`src/rtl/slt_pkg.sv`:
```
package slt_pkg;

    // Life cycle of one table entry.
    typedef enum logic [1:0] {
        SLT_FREE  = 2'd0,
        SLT_CLEAN = 2'd1,
        SLT_VIOL  = 2'd2
    } slt_state_e;

endpackage

```
`src/rtl/slt_entry.sv`:
```
module slt_entry
    import slt_pkg::*;
#(
    parameter int WADDR_W = 30,
    parameter int BYTES   = 4,
    parameter int ID_W    = 6
) (
    input  logic               clk,
    input  logic               rst_n,
    input  logic [ID_W-1:0]    rob_head,
    input  logic               alloc_we,
    input  logic [WADDR_W-1:0] alloc_addr,
    input  logic [BYTES-1:0]   alloc_mask,
    input  logic [ID_W-1:0]    alloc_lid,
    input  logic [ID_W:0]      alloc_pid,
    input  logic               st_valid,
    input  logic [WADDR_W-1:0] st_addr,
    input  logic [BYTES-1:0]   st_mask,
    input  logic [ID_W-1:0]    st_id,
    input  logic               ret_valid,
    input  logic [ID_W-1:0]    ret_lid,
    input  logic               flush_valid,
    input  logic [ID_W-1:0]    flush_lid,
    output logic               busy,
    output logic               ret_hit,
    output logic               viol_after
);

    slt_state_e         state_q, state_d;
    logic [WADDR_W-1:0] addr_q;
    logic [BYTES-1:0]   mask_q;
    logic [ID_W-1:0]    lid_q;
    logic [ID_W:0]      pid_q;
    logic               st_hit;
    logic               kill;
    logic [ID_W-1:0]    age_own;
    logic [ID_W-1:0]    age_flush;

    // State register and captured fields.
    always_ff @(posedge clk) begin
        if (!rst_n) begin
            state_q <= SLT_FREE;
        end else begin
            state_q <= state_d;
        end
        if (alloc_we) begin
            addr_q <= alloc_addr;
            mask_q <= alloc_mask;
            lid_q  <= alloc_lid;
            pid_q  <= alloc_pid;
        end
    end

    // Outputs and event decode.
    always_comb begin
        busy      = (state_q != SLT_FREE);
        st_hit    = st_valid && busy && (addr_q == st_addr) && ((mask_q & st_mask) != '0);
        ret_hit   = ret_valid && busy && (lid_q == ret_lid);
        age_own   = lid_q - rob_head;
        age_flush = flush_lid - rob_head;
        kill      = flush_valid && busy && (age_own > age_flush);
        if (st_hit) begin
            viol_after = (pid_q != {1'b0, st_id});
        end else begin
            viol_after = (state_q == SLT_VIOL);
        end
    end

    // Next state.
    always_comb begin
        unique case (state_q)
            SLT_FREE: begin
                state_d = alloc_we ? SLT_CLEAN : SLT_FREE;
            end
            SLT_CLEAN, SLT_VIOL: begin
                if (ret_hit || kill) begin
                    state_d = SLT_FREE;
                end else begin
                    state_d = viol_after ? SLT_VIOL : SLT_CLEAN;
                end
            end
            default: state_d = SLT_FREE;
        endcase
    end

endmodule

```
`src/rtl/slt_pick.sv`:
```
module slt_pick #(
    parameter int ENTRIES = 8
) (
    input  logic [ENTRIES-1:0] free_vec,
    output logic [ENTRIES-1:0] grant,
    output logic               any_free
);

    always_comb begin
        logic found;
        found = 1'b0;
        grant = '0;
        for (int i = 0; i < ENTRIES; i++) begin
            if (free_vec[i] && !found) begin
                grant[i] = 1'b1;
                found    = 1'b1;
            end
        end
        any_free = found;
    end

endmodule

```
`src/rtl/slt_table.sv`:
```
module slt_table #(
    parameter int ENTRIES = 8,
    parameter int WADDR_W = 30,
    parameter int BYTES   = 4,
    parameter int ID_W    = 6
) (
    input  logic               clk,
    input  logic               rst_n,
    input  logic [ID_W-1:0]    rob_head,
    input  logic               alloc_valid,
    output logic               alloc_ready,
    input  logic [WADDR_W-1:0] alloc_addr,
    input  logic [BYTES-1:0]   alloc_mask,
    input  logic [ID_W-1:0]    alloc_lid,
    input  logic [ID_W:0]      alloc_pid,
    input  logic               st_valid,
    input  logic [WADDR_W-1:0] st_addr,
    input  logic [BYTES-1:0]   st_mask,
    input  logic [ID_W-1:0]    st_id,
    input  logic               ret_valid,
    input  logic [ID_W-1:0]    ret_lid,
    output logic               ret_rollback,
    input  logic               flush_valid,
    input  logic [ID_W-1:0]    flush_lid
);

    logic [ENTRIES-1:0] busy_vec;
    logic [ENTRIES-1:0] ret_hit_vec;
    logic [ENTRIES-1:0] viol_vec;
    logic [ENTRIES-1:0] grant;
    logic [ENTRIES-1:0] alloc_we;
    logic               any_free;
    logic               alloc_fire;

    slt_pick #(.ENTRIES(ENTRIES)) u_pick (
        .free_vec (~busy_vec),
        .grant    (grant),
        .any_free (any_free)
    );

    always_comb begin
        alloc_ready  = any_free && !flush_valid;
        alloc_fire   = alloc_valid && alloc_ready;
        alloc_we     = alloc_fire ? grant : '0;
        ret_rollback = |(ret_hit_vec & viol_vec);
    end

    for (genvar g = 0; g < ENTRIES; g++) begin : g_ent
        slt_entry #(
            .WADDR_W (WADDR_W),
            .BYTES   (BYTES),
            .ID_W    (ID_W)
        ) u_ent (
            .clk         (clk),
            .rst_n       (rst_n),
            .rob_head    (rob_head),
            .alloc_we    (alloc_we[g]),
            .alloc_addr  (alloc_addr),
            .alloc_mask  (alloc_mask),
            .alloc_lid   (alloc_lid),
            .alloc_pid   (alloc_pid),
            .st_valid    (st_valid),
            .st_addr     (st_addr),
            .st_mask     (st_mask),
            .st_id       (st_id),
            .ret_valid   (ret_valid),
            .ret_lid     (ret_lid),
            .flush_valid (flush_valid),
            .flush_lid   (flush_lid),
            .busy        (busy_vec[g]),
            .ret_hit     (ret_hit_vec[g]),
            .viol_after  (viol_vec[g])
        );
    end

endmodule

```
`config.mk`:
```
export PLATFORM = sky130hd
export DESIGN_NAME = slt_table
export DESIGN_NICKNAME = d
export VERILOG_FILES = /design/src/rtl/slt_pkg.sv /design/src/rtl/slt_entry.sv /design/src/rtl/slt_pick.sv /design/src/rtl/slt_table.sv
export SDC_FILE = /design/constraint.sdc
export NUM_CORES = 1
export LEC_CHECK = 0
export BUFFER_PORTS_ARGS = -buffer_cell sky130_fd_sc_hd__buf_2
export CAP_MARGIN = 20
export CORE_ASPECT_RATIO = 0.6
export CORE_MARGIN = 2
export CORE_UTILIZATION = 49
export DETAILED_ROUTE_END_ITERATION = 8
export PLACE_DENSITY_LB_ADDON = 0.08
export SYNTH_ARGS = -nofsm -noshare
export SYNTH_HDL_FRONTEND = slang
export SYNTH_SLANG_ARGS = --single-unit
```
`constraint.sdc`:
```
create_clock -name clk -period 3.1 [get_ports clk]
set_input_delay 0.31 -clock clk [delete_from_list [all_inputs] [get_ports clk]]
set_output_delay 0.31 -clock clk [all_outputs]
set_load 0.02 [all_outputs]
```
## Word-level counts from Yosys, hierarchy flattened

Index checks and enable logic that the tools add are counted.

- Register bits after elaboration: 392
- Word-level logic and storage cells: 277
- Bits of input ports: 111
- Output and inout port bits: 2

- Bitwise operators: 10
- Magnitude comparators: 8
- Add/sub/neg operators: 9
- Equality and inequality tests: 40
- Reductions and logical operators: 114
- Multiplexer cells: 56

Operators with widths:

| cell | count |
|---|---|
| $eq 30x30->1 | 8 |
| $logic_and 1x1->1 | 65 |
| $ne 7x6->1 | 8 |
| $sub 6x6->6 | 9 |
| $eq 6x6->1 | 8 |
| $gt 6x6->1 | 8 |
| $and 4x4->4 | 8 |
| $mux 2 | 16 |
| $pmux 2 s2 | 8 |
| $reduce_bool 4->1 | 8 |
| $mux 1 | 31 |
| $eq 2x1->1 const B | 8 |
| $eq 2x2->1 const B | 8 |
| $logic_not 2->1 | 8 |
| $reduce_bool 2->1 | 8 |
| $reduce_or 2->1 | 8 |
| $and 8x8->8 | 1 |
| $logic_not 1->1 | 8 |
| $logic_or 1x1->1 | 8 |
| $mux 8 | 1 |
| $not 8->8 | 1 |
| $reduce_or 8->1 | 1 |

## Logic depth before layout (Yosys ltp)

- Word-level depth: 29
- Gate-level depth with buffers: 15
- Gate-level depth less buffers: 14

## Cells and area by module

Synthesis repeated with hierarchy kept, for this count alone.

- Cell total of the unflattened synthesis: 1486
- Area, all modules: 20576.0 um^2

By module, submodules not included:

| module | times used | cells each | sequential area each (um^2) | area an instance (um^2) |
|---|---|---|---|---|
| slt_entry (g_ent[0].u_ent ...) | 3 | 182 | 1451.4 | 2547.4 |
| slt_entry (g_ent[6].u_ent ...) | 2 | 180 | 1451.4 | 2543.7 |
| slt_entry (g_ent[4].u_ent ...) | 2 | 180 | 1451.4 | 2533.7 |
| slt_entry (g_ent[1].u_ent) | 1 | 185 | 1451.4 | 2544.9 |
| slt_table | 1 | 23 | 0.0 | 137.6 |
| slt_pick | 1 | 12 | 0.0 | 96.3 |

## Least setup slack after synthesis

No wires, ideal clock.

- Path type: input -> register
- From: input port rob_head[1]
- To: register g_ent[5].u_ent.state_q[0]
- Required time: 2.982 ns
- Stages on the path: 13
- Arrival: 3.258 ns
- Buffers on the path: 0
- Setup time: 0.118 ns
- Path slack: -0.276 ns
- Cell sequence: inv_1 ha_1 a21o_1 a21o_1 a21o_1 a21oi_1 xnor2_1 ha_1 and3_1 o21ai_0 o211a_1 o211a_1 o21ba_1

- Longest elaborated chain between the ends: 6
- Elaborated cells on any way between the ends: 7
- Those cells by class: 2 x add/sub; 1 x order compare; 2 x mux; 2 x reduce/logical

RTL lines:

| element | line | RTL |
|---|---|---|
| start: declaration | slt_table.sv:9 | `input logic [ID_W-1:0] rob_head,` |
| $sub 6x6->6 (on tied branches) | slt_entry.sv:59, slt_entry.sv:60 |  |
| $gt 6x6->1 (*) | slt_entry.sv:61 | `kill = flush_valid && busy && (age_own > age_flush);` |
| $logic_and 1x1->1 (*) | slt_entry.sv:61 |  |
| $logic_or 1x1->1 (*) | slt_entry.sv:76 | `if (ret_hit \|\| kill) begin` |
| $mux 2 (*) | slt_entry.sv:76 |  |
| $pmux 2 s2 (*) | slt_entry.sv:71 | `unique case (state_q)` |
| end signal: assignment | slt_entry.sv:44 | `state_q <= state_d;` |
| end: declaration | slt_entry.sv:29 | `slt_state_e state_q, state_d;` |

Every way passes the cells marked *; elsewhere a longest branch is shown, timed or not.
A chain may end at the register's enable or synchronous reset.

## Worst setup path after layout

- From: register g_ent[1].u_ent.addr_q[1]
- To: output port ret_rollback

- Longest elaborated chain between the ends: 6

RTL lines:

| element | line | RTL |
|---|---|---|
| start: declaration | slt_entry.sv:30 | `logic [WADDR_W-1:0] addr_q;` |
| start signal: assignment | slt_entry.sv:47 | `addr_q <= alloc_addr;` |
| $eq 30x30->1 | slt_entry.sv:57 | `st_hit = st_valid && busy && (addr_q == st_addr) && ((mask_q & st_mask) != '0);` |
| $logic_and 1x1->1 (2 in a row) | slt_entry.sv:57 |  |
| $mux 1 | slt_entry.sv:62 | `if (st_hit) begin` |
| $and 8x8->8 | slt_table.sv:45 | `ret_rollback = \|(ret_hit_vec & viol_vec);` |
| $reduce_or 8->1 | slt_table.sv:45 |  |
| end: declaration | slt_table.sv:22 | `output logic ret_rollback,` |

No other way between the ends.

==> results.md <==
- Top Ports: 113
- Critical hold path startpoint: alloc_addr[6]
- Min setup slack post-route: -0.202 ns
- Vias: 12.0k
- Drt total wl: 56,600 um
- Synth cell types: 60
- Max cap viols: 0
- Reg-to-reg endpoint: g_ent[6].u_ent.mask_q[2]
- Ant diodes: 0
- Final Critical Period: 3.30 ns
- Area of placed instances: 21,800 um2
- Overall die area: 41,700 um2
- Failing checks: setup timing
- Worst hold endpoint: g_ent[6].u_ent.addr_q[6]
- DRC: 0
- Sink Count: 392
- Synth area leaders: edfxtp_1 57%, xor2_1 13%, ha_1 6.4%, xnor2_1 4.4%, nor4_1 2.1%
- Routability cong.: 0.896
- Post-DRT Antenna Nets: 0
- Period utilisation layout: 1.07
- Fin cells: 2,185
- Hold Path Stages: 1
- Register-to-Register Path Depth: 8
- Adder-Cell Fraction of Synth Area: 0.0766
- Peak supply drop: 0.377 mV
- Commonest non-fill, non-tap cell in the layout: edfxtp_1
- Placement Rows: 56
- Reg clk slew, reported paths: 0.07 ns
- H-Tree Level Count: 2
- DR iter-0 viols: 1,342
- Area leader, netlist: edfxtp_1
- Slew @ Worst Pin: 0.785 ns
- Asr flop ratio synth: 0
- Vias in the first global route: 11.7k
- Die W: 262 um
- CP Cell Sequence: xor2_1, nor4_1, buf_4, nand4_1, nor3_1, mux2_2, a22oi_2, nand3_4, buf_6
- Post-synthesis simple-gate area fraction: 0.0728
- Crit Reg-Reg Startpoint: g_ent[3].u_ent.state_q[1]
- Setup TNS Final: -0.202 ns
- Starting Density: 0.500
- Die height: 159 um
- Critical path's largest stage delay: 0.39 ns
- Status: complete, but fails checks
- DR vias/cell: 5.51
- Combinational family with the most area after synthesis: XOR/XNOR gates
- Achievable Freq: 303 MHz
- DP HPWL: 42,100 um
- Slowest-stage cell, CP: mux2_2
- DR pass1 iterations: 5
- Maximum clock insertion buffer count: 3
- CORE AREA: 39,300 um2
- Worst Setup End Kind: output pin
- Synthesized area: 19,600 um2
- Total global routing overflow: 0
- Setup violations, final: 1
- Placed insts: 2,114
- Register area share after synthesis: 0.591
- Routed WL per cell: 25.9 um
- Fin. Hold Viols: 0
- Worst setup path class: reg2out
- Nets: 1,855
- Slew Limit Fails: 0
- # hold bufs at CTS: 0
- Post-synthesis xor/xnor area fraction: 0.179
- Post-synth EDFFs: 376
- Fillers: 3,178
- Mux cell area share after synthesis: 0.00637
- Most used DFF post-synth: edfxtp_1
- Min-Delay Path Class: in2reg
- Sequential Area: 11,600 um2
- Clk_lat worst skew: 0.56 ns
- Cts bufs inserted: 39
- Leakage: 0.00874 uW
- Gr usage total: 0.272
- Crit path arrival time: 2.99 ns
- Post-synthesis compound-gate area fraction: 0.0469
- Worst R2R Setup Slack: 0.18 ns
- Layout Skew: 0.0268 ns
- Initial antenna violation count: 0
- Ys Warns: 0
- Share of layout cells above drive strength 1: 0.219
- Area Growth Syn to Fin: 18.3%
- CTS tree: yes
- Commonest cells after routing, fill and taps aside: 376 x edfxtp_1, 293 x xor2_1, 128 x buf_4, 111 x buf_2, 100 x ha_1
- CP Max Fanout: 2
- Syn_nets: 1,608
- Global-route wire length before repair: 81,500 um
- Critical Path RT: 2.79 ns
- Largest net degree at the start of global routing: 33
- Syn avg cell area: 14.2 um2
- Rel. slew slack: 0.475
- PD cells: 523 nW/um2
- Cells after synthesis: 1,387
- Final instance area: 23,200 um2
- Synth Register Bits: 392
- Post-synth top area share: 0.575
- Root Buffer: clkbuf_16
- Port buffer count: 112
- RSZ-0062 raised after global routing: true
- Multi-input logic area: 7660 um2
- CP Launch Type: flip-flop
==> critical path: cells and delay by family, from the launching register on <==
kind	cells	cell delay [ns]
mux	1	0.39
flops	1	0.38
xor+xnor	1	0.28
buf+inv	2	0.35
compound gates	1	0.24
simple gates	4	0.79
==> cells by family (layout without fill, tap and decap cells) <==
logic type,after synthesis,in the layout
xor gates and xnor gates,397,397
DFF,392,392
and+or+nand+nor,235,235
AOI/OAI and AO/OA,134,134
adders and majority gates,116,116
buffers and inverters,101,377
muxes,12,12
==> per-stage QoR <==
step | setup slack (ns) | power (uW) | util | hold slack [ns]
5_1_grt | -0.296 | 12500 | 0.591 | 0.0484
3_3_place_gp | -0.165 | 7400 | 0.555 | 0.606
2_1_floorplan | -0.0121 | 6830 | - | 0.409
6_report | -0.202 | 12100 | 0.591 | 0.0340
3_5_place_dp | -0.139 | 7400 | 0.555 | 0.609
4_1_cts | -0.225 | 12200 | 0.590 | 0.0304
==> final cells by class <==
| class | count | share of cell area |
|---|---|---|
| clock inverter | 21 | 0.00975 |
| clock buffer | 49 | 0.0450 |
| multi-input combinational | 894 | 0.330 |
| sequential | 392 | 0.500 |
| timing repair buffer | 255 | 0.0787 |
| inverter | 52 | 0.00857 |
| tap | 522 | 0.0281 |
==> flip-flops by register name, indices dropped and copies added (netlist names) <==
| signal | flops |
|---|---|
| g_ent.u_ent.addr_q | 240 |
| g_ent.u_ent.pid_q | 56 |
| g_ent.u_ent.lid_q | 48 |
| g_ent.u_ent.mask_q | 32 |
| g_ent.u_ent.state_q | 16 |
==> synth_stat cells (22+ instances only) <==
library cell,n
a21o_1,38
a21oi_1,37
buf_2,26
edfxtp_1,376
ha_1,101
inv_1,52
nand2_1,24
nand3_1,22
nand4_1,25
nor4_1,67
xnor2_1,98
xor2_1,293
==> repair_timing <==
action	in CTS	in global routing
buffers inserted	1	0
cloned	0	0
endpoints found under the setup margin	1	1
resized for setup	19	4
pin swaps	7	1
==> per-layer routing <==
metal | up-vias | track usage | wire (um) | share of wire
li1 | 5554 | - | - | -
met1 | 5949 | 0.442 | 28600 | 0.50
met2 | 470 | 0.350 | 21400 | 0.38
met3 | 58 | 0.0886 | 5950 | 0.11
met4 | 0 | 0.0428 | 682 | 0.012
met5 | - | 0 | 0 | 0
==> how the worst max path moves through the flow <==
| stage | startpoint | endpoint | depth (start not counted) |
|---|---|---|---|
| after global routing | g_ent[0].u_ent.addr_q[9] | ret_rollback | 10 |
| final | g_ent[1].u_ent.addr_q[1] | ret_rollback | 9 |
| after floorplan | rob_head[1] | g_ent[5].u_ent.state_q[0] | 13 |
| after global placement | st_addr[9] | ret_rollback | 12 |
| after detailed placement | st_addr[9] | ret_rollback | 12 |
| after CTS | g_ent[0].u_ent.addr_q[10] | ret_rollback | 10 |
==> report_power, final <==
group	internal [uW]	switching, uW
Combinational	574	868
Clock	2740	2080
Sequential	5850	21.7
No activity file was read; power rests on OpenSTA's default activity.
